===== src/rtl/extint_pkg.sv =====
package extint_pkg;
  typedef enum logic {
    SENSE_LEVEL = 1'b0,
    SENSE_EDGE  = 1'b1
  } sense_e;

  localparam int unsigned MIN_SYNC_STAGES = 2;
endpackage


===== src/rtl/extint_sync.sv =====
module extint_sync #(
  parameter int unsigned STAGES = 2
) (
  input  logic clk,
  input  logic rst_n,
  input  logic d_in,
  output logic q_out
);
  logic [STAGES-1:0] stg_q;
  logic [STAGES-1:0] stg_d;

  // shift toward the MSB; the MSB is the synchronized output
  always_comb begin
    stg_d = {stg_q[STAGES-2:0], d_in};
  end

  // preset to 1 so an idle (high) pin looks settled out of reset
  always_ff @(posedge clk or negedge rst_n) begin
    if (!rst_n) stg_q <= '1;
    else        stg_q <= stg_d;
  end

  assign q_out = stg_q[STAGES-1];
endmodule


===== src/rtl/extint_fall.sv =====
module extint_fall (
  input  logic clk,
  input  logic rst_n,
  input  logic lvl_in,
  output logic fall
);
  logic prev_q;
  logic prev_d;

  always_comb begin
    prev_d = lvl_in;
  end

  always_ff @(posedge clk or negedge rst_n) begin
    if (!rst_n) prev_q <= 1'b1;
    else        prev_q <= prev_d;
  end

  // high in one cycle, low in the next
  assign fall = prev_q & ~lvl_in;
endmodule


===== src/rtl/extint_flag.sv =====
module extint_flag
  import extint_pkg::*;
(
  input  logic   clk,
  input  logic   rst_n,
  input  sense_e sense,
  input  logic   lvl_in,
  input  logic   fall,
  input  logic   wr_en,
  input  logic   wr_data,
  input  logic   ack,
  output logic   pend
);
  logic pend_q;
  logic pend_d;
  logic pend_en;

  always_comb begin
    pend_d  = pend_q;
    pend_en = 1'b0;
    if (sense == SENSE_LEVEL) begin
      pend_en = 1'b1;
      pend_d  = ~lvl_in;
    end else if (fall) begin
      // a fresh edge wins over acknowledge and writes
      pend_en = 1'b1;
      pend_d  = 1'b1;
    end else if (wr_en) begin
      pend_en = 1'b1;
      pend_d  = wr_data;
    end else if (ack) begin
      pend_en = 1'b1;
      pend_d  = 1'b0;
    end
  end

  always_ff @(posedge clk or negedge rst_n) begin
    if (!rst_n)       pend_q <= 1'b0;
    else if (pend_en) pend_q <= pend_d;
  end

  assign pend = pend_q;

  assert_level_track_R7: assert property (@(posedge clk) disable iff (!rst_n)
    (sense == SENSE_LEVEL) |=> (pend == !$past(lvl_in)));

  assert_edge_not_lost_R6: assert property (@(posedge clk) disable iff (!rst_n)
    (sense == SENSE_EDGE && fall) |=> pend);

  assert_ack_clears_R4: assert property (@(posedge clk) disable iff (!rst_n)
    (sense == SENSE_EDGE && !fall && !wr_en && ack) |=> !pend);

  assert_sw_write_R5: assert property (@(posedge clk) disable iff (!rst_n)
    (sense == SENSE_EDGE && !fall && wr_en) |=> (pend == $past(wr_data)));

  assert_edge_hold_R3: assert property (@(posedge clk) disable iff (!rst_n)
    (sense == SENSE_EDGE && !fall && !wr_en && !ack) |=> $stable(pend));
endmodule


===== src/rtl/extint_detect.sv =====
module extint_detect
  import extint_pkg::*;
#(
  parameter int unsigned N_LINES     = 2,
  parameter int unsigned SYNC_STAGES = 2
) (
  input  logic               clk,
  input  logic               rst_n,
  input  logic [N_LINES-1:0] ext_n,
  input  logic [N_LINES-1:0] sense_sel,
  input  logic [N_LINES-1:0] sw_wr,
  input  logic [N_LINES-1:0] sw_wdata,
  input  logic [N_LINES-1:0] irq_ack,
  output logic [N_LINES-1:0] pend,
  output logic [N_LINES-1:0] ext_sync
);
  localparam int unsigned STG = (SYNC_STAGES < MIN_SYNC_STAGES) ?
                                MIN_SYNC_STAGES : SYNC_STAGES;

  for (genvar i = 0; i < N_LINES; i++) begin : g_line
    sense_e mode_q;
    sense_e mode_d;
    logic   lvl;
    logic   fall;

    always_comb begin
      mode_d = sense_e'(sense_sel[i]);
    end

    always_ff @(posedge clk or negedge rst_n) begin
      if (!rst_n) mode_q <= SENSE_LEVEL;
      else        mode_q <= mode_d;
    end

    extint_sync #(.STAGES(STG)) u_sync (
      .clk   (clk),
      .rst_n (rst_n),
      .d_in  (ext_n[i]),
      .q_out (lvl)
    );

    extint_fall u_fall (
      .clk    (clk),
      .rst_n  (rst_n),
      .lvl_in (lvl),
      .fall   (fall)
    );

    extint_flag u_flag (
      .clk     (clk),
      .rst_n   (rst_n),
      .sense   (mode_q),
      .lvl_in  (lvl),
      .fall    (fall),
      .wr_en   (sw_wr[i]),
      .wr_data (sw_wdata[i]),
      .ack     (irq_ack[i]),
      .pend    (pend[i])
    );

    assign ext_sync[i] = lvl;
  end
endmodule


===== config.mk =====
export PLATFORM = sky130hd
export DESIGN_NAME = extint_detect
export DESIGN_NICKNAME = d
export VERILOG_FILES = /design/src/rtl/extint_pkg.sv /design/src/rtl/extint_sync.sv /design/src/rtl/extint_fall.sv /design/src/rtl/extint_flag.sv /design/src/rtl/extint_detect.sv
export SDC_FILE = /design/constraint.sdc
export NUM_CORES = 1
export LEC_CHECK = 0
export ABC_AREA = 0
export BUFFER_PORTS_ARGS = -buffer_cell sky130_fd_sc_hd__buf_2
export CAP_MARGIN = 25
export CORE_AREA = 2 2 39 41
export CTS_CLUSTER_SIZE = 12
export DETAILED_ROUTE_END_ITERATION = 10
export DIE_AREA = 0 0 41 43
export HOLD_SLACK_MARGIN = 0.06
export PLACE_DENSITY_LB_ADDON = 0.2
export SLEW_MARGIN = 20
export SYNTH_ARGS = -nofsm -noshare
export SYNTH_HDL_FRONTEND = slang
export SYNTH_SLANG_ARGS = --single-unit

===== constraint.sdc =====
create_clock -name clk -period 1.2 [get_ports clk]
set_input_delay 0.06 -clock clk [delete_from_list [all_inputs] [get_ports clk]]
set_output_delay 0.06 -clock clk [all_outputs]
set_load 0.02 [all_outputs]

=== After elaboration in Yosys (flattened, before gate mapping) ===
Index checks and enable logic that the tools add are counted.

* Output and inout port bits: 4
* Input port bits: 12
* Flip-flop bits (word level): 10

* Muxes and demuxes: 16
* Eq/ne operators: 2
* Bitwise logic cells: 4
* Reductions and logical operators: 2

{| class="wikitable"
|+ Operator list
! operator !! count
|-
| $mux 1 || 16
|-
| $ne 4x3->1 const B || 2
|-
| $reduce_and 2->1 || 2
|-
| $and 1x1->1 || 2
|-
| $not 1->1 || 2
|}

=== Depth between registers and ports, before layout ===
* Depth after elaboration: 5
* Mapped depth: 2

=== By module ===
A second synthesis with hierarchy kept.

* Cells, all modules: 24
* Area total of the unflattened synthesis: 377.9 um2

{| class="wikitable"
|+ By module, submodules not included
! module !! cells each !! area an instance (um2) !! sequential area each (um2) !! times used
|-
| extint_flag || 6 || 63.8 || 25.0 || 2
|-
| extint_sync || 2 || 52.6 || 52.6 || 2
|-
| extint_fall || 2 || 40.0 || 26.3 || 2
|-
| extint_detect || 4 || 65.1 || 50.0 || 1
|}

=== Least setup slack after synthesis ===
OpenSTA, ideal clock, no wires.

* Kind: flip-flop to flip-flop
* Start: register g_line[1].u_sync.stg_q[1]
* End: register g_line[1].u_flag.pend_q
* Data required time: 1.072 ns
* Buffers on the path: 0
* Cell stages (with the launch flop): 2
* Arrival: 0.598 ns
* Clock period less this slack: 0.726 ns
* Setup slack: 0.474 ns
* Cell sequence: dfstp_2 > o211ai_2

* Longest elaborated chain between the ends: 5
* Elaborated cells between the ends (all ways): 8
* Classes of those cells: eq/ne (1); mux (4); bitwise (2); reduce/logical (1)

{| class="wikitable"
|+ RTL lines
! what !! RTL line !! RTL
|-
| start: declaration || extint_sync.sv:9 || <nowiki>logic [STAGES-1:0] stg_q;</nowiki>
|-
| start signal: assignment || extint_sync.sv:20 || <nowiki>else stg_q <= stg_d;</nowiki>
|-
| $not 1->1 (*) || extint_fall.sv:20, extint_flag.sv:23 ||
|-
| $and 1x1->1 || extint_fall.sv:20 || <nowiki>assign fall = prev_q & ~lvl_in;</nowiki>
|-
| $mux 1 || extint_flag.sv:24 || <nowiki>end else if (fall) begin</nowiki>
|-
| $mux 1 || extint_flag.sv:21 || <nowiki>if (sense == SENSE_LEVEL) begin</nowiki>
|-
| $reduce_and 2->1 (no source line) || n/a ||
|-
| end signal: assignment || extint_flag.sv:39 || <nowiki>else if (pend_en) pend_q <= pend_d;</nowiki>
|-
| end: declaration || extint_flag.sv:14 || <nowiki>logic pend_q;</nowiki>
|}

Every way passes the cells marked *; elsewhere a longest branch is shown, timed or not.
A chain may end at the register's enable or synchronous reset.

=== Final worst setup path ===
* Start: register g_line[1].u_sync.stg_q[1]
* End: output port ext_sync[1]

{| class="wikitable"
|+ RTL lines
! what !! RTL line !! RTL
|-
| end: declaration || extint_detect.sv:15 || <nowiki>output logic [N_LINES-1:0] ext_sync</nowiki>
|}

No word-level cell between the ends.

==> flow_summary_export.csv <==
group,metric,value,unit
critical_path,cp.required,1140,ps
critical_path,path_buf_inv,1,
sta,maxSlewHeadroom,85.67,%
sta,period_share,85.34,%
placement,dp_slack,445.5,ps
routing,dr.pass1.iters,2,
grt,grt_max_degree,11,
cts,htreeDepth,1,
placement,port_buffers,15,
sta,setup_viol,0,
critical_path,path_cells,"buf_2",
yosys,synth.distinct_cells,7,
pwr,power_density,1278,nW/µm²
pwr,peakVddDrop,0.5174,mV
critical_path,cp.arrival,960,ps
yosys,ys_seq_elements,10,
grt,antenna_found_initial,0,
cts,clock_sinks,10,
pwr,power,0.6715,mW
sta,setup_ws,175.9,ps
cts,path_clk_slew,60,ps
floorplan,start_util,25.86,%
yosys,synth_warnings,0,
cells_and_area,nets,58,
routing,via_per_inst,3.983,
critical_path,cp_max_fo,3,
critical_path,crit_type,"register to output pin",
run_status,outcome,"finished clean",
min_path,hold_path.class,"input pin to register",
sta,worst_pin_slew,215.0,ps
floorplan,fp.dieH,43,µm
grt,grtUsageMet3,3.141,%
sta,max_freq,976.5,MHz
cells_and_area,areaGrowthSynthToFinish,46.85,%
yosys,ys_seq_area_share,72.03,%
grt,busiest_layer,"met2",
routing,vias,239,
critical_path,cp_slowest_cell,"dfstp_2",
sta,final_max_slew_viol_count,0,
floorplan,die_area,1763,µm²
cells_and_area,final_util,37.97,%
routing,wire_per_inst,9.900,µm
sta,finalClockSkew,0.2469,ps
grt,grt_pass1_wl,952,µm
floorplan,ios,16,
yosys,syn_area_per_cell,16.27,µm²
critical_path,critical-path-top-delay-family,"flip-flops",
grt,grtUsageMet2,12.81,%
critical_path,end_kind,"output pin",
cts,cts-root-buf,"clkbuf_4",
cts,cts_resized,0,
cts,cts_tree,"yes",
cts,clockBufferDepth,2,
grt,grt_pass1_vias,249,
pwr,cellLeakagePower,0.2369,nW
sta,finalSetupTns,0,ps
routing,drt_iter0_drc,1,
critical_path,cpPeakStageDelay,550,ps
yosys,netlist_instances,22,
routing,routed_wl,594,µm
placement,dp_cells,49,
floorplan,core_area,1384,µm²
grt,grt_util_all_layers,8.376,%
grt,grt.overflow.total,0,
floorplan,fp-row-count,14,
placement,gp_congestion,0.5462,
cts,cts_made_buffers,3,
sta,fin_crit,1024,ps
routing,drc_errors,0,
sta,grt_setup_unrepaired,"no",
yosys,synth_fp_nets,34,
cts,clk_latency,250,ps
yosys,netlist_area,357.8,µm²
floorplan,die_x,41,µm
cells_and_area,drive_gt1_share,59.09,%
cells_and_area,insertedDiodeCount,0,
critical_path,worst_setup_path_start_kind,"register",
job,drv_cap,0,
sta,hold_violations,0,
routing,ant_nets,0,
grt,grtUsageMet1,8.844,%
cells_and_area,stdcell_count,60,
state kept, by name (all words and copies together), names as in the netlist:
signal and cells:
g_line.u_sync.stg_q 4, g_line.u_fall.prev_q 2, g_line.mode_q 2, g_line.u_flag.pend 2
metrics by stage:
stage               cell area, µm²  hold slack [ps]
CTS                          515.5            60.26
global route                 525.5            73.53
finish                       525.5            65.00
detailed placement           422.9           -69.47
floorplan                    357.8           -235.6
global placement             422.9           -79.69
final timing paths:
kind	startpoint	end	slack (ps)	cells past startpoint
max in group asynchronous	rst_n	g_line[1].u_fall.prev_q$_DFF_PN1_	770	2
min in group asynchronous	rst_n	g_line[0].mode_q$_DFF_PN0_	180	2
min reg2reg	g_line[1].u_sync.stg_q[0]$_DFF_PN1_	g_line[1].u_sync.stg_q[1]$_DFF_PN1_	360	0
min	sw_wr[0]	g_line[0].u_flag.pend$_DFFE_PN0P_	70	3
max	g_line[1].u_sync.stg_q[1]$_DFF_PN1_	ext_sync[1]	180	1
max reg2reg	g_line[1].u_fall.prev_q$_DFF_PN1_	g_line[1].u_flag.pend$_DFFE_PN0P_	440	2
synth_stat cells, drive strengths merged:
cell	n	area, µm²
dfstp	6	157.7
buf	4	30.03
dfrtp	4	100.1
nand3	2	10.01
nand4bb	2	22.52
nor2b	2	12.51
o211ai	2	25.02
cell families (layout without fill, tap and decap cells):
group	Yosys count	in the layout	share of synthesized area, %
AO/OA/AOI/OAI	2	2	6.992
buffers and inverters	4	26	8.392
AND/OR/NAND/NOR	6	6	12.59
flip-flops	10	10	72.03
where the power goes:
| part | internal (mW) | switching [mW] |
|---|---|---|
| Clock | 0.115 | 0.101 |
| Combinational | 0.0458 | 0.0345 |
| Sequential | 0.365 | 0.00985 |
| Total | 0.526 | 0.145 |
final cells by class:
class | count | area (µm²)
Fill cell | 144 | 858.3
Multi-Input combinational cell | 8 | 70.07
Clock buffer | 3 | 22.52
Tap cell | 16 | 20.02
Timing Repair Buffer | 23 | 155.1
Sequential cell | 10 | 257.7
layout by cell type, fill, tap and decap left out:
cell           count
buf_2             15
dfrtp_1            4
nor2b_1            2
nand3_1            2
clkbuf_4           3
dfstp_2            6
o211ai_2           2
nand4bb_1          2
dlygate4sd3_1      8
layer usage:
| layer | part of all wire (%) | vias to the layer above |
|---|---|---|
| li1 | - | 118 |
| met5 | 0 | - |
| met1 | 37 | 114 |
| met3 | 6.4 | 0 |
| met2 | 57 | 7 |
| met4 | 0 | 0 |
repair_timing:
action | in CTS | in global routing
endpoints found under the hold margin | 16 | 1
hold buffers | 7 | 1
setup buffers | 0 | 0
(Power assumes the default switching activity.)
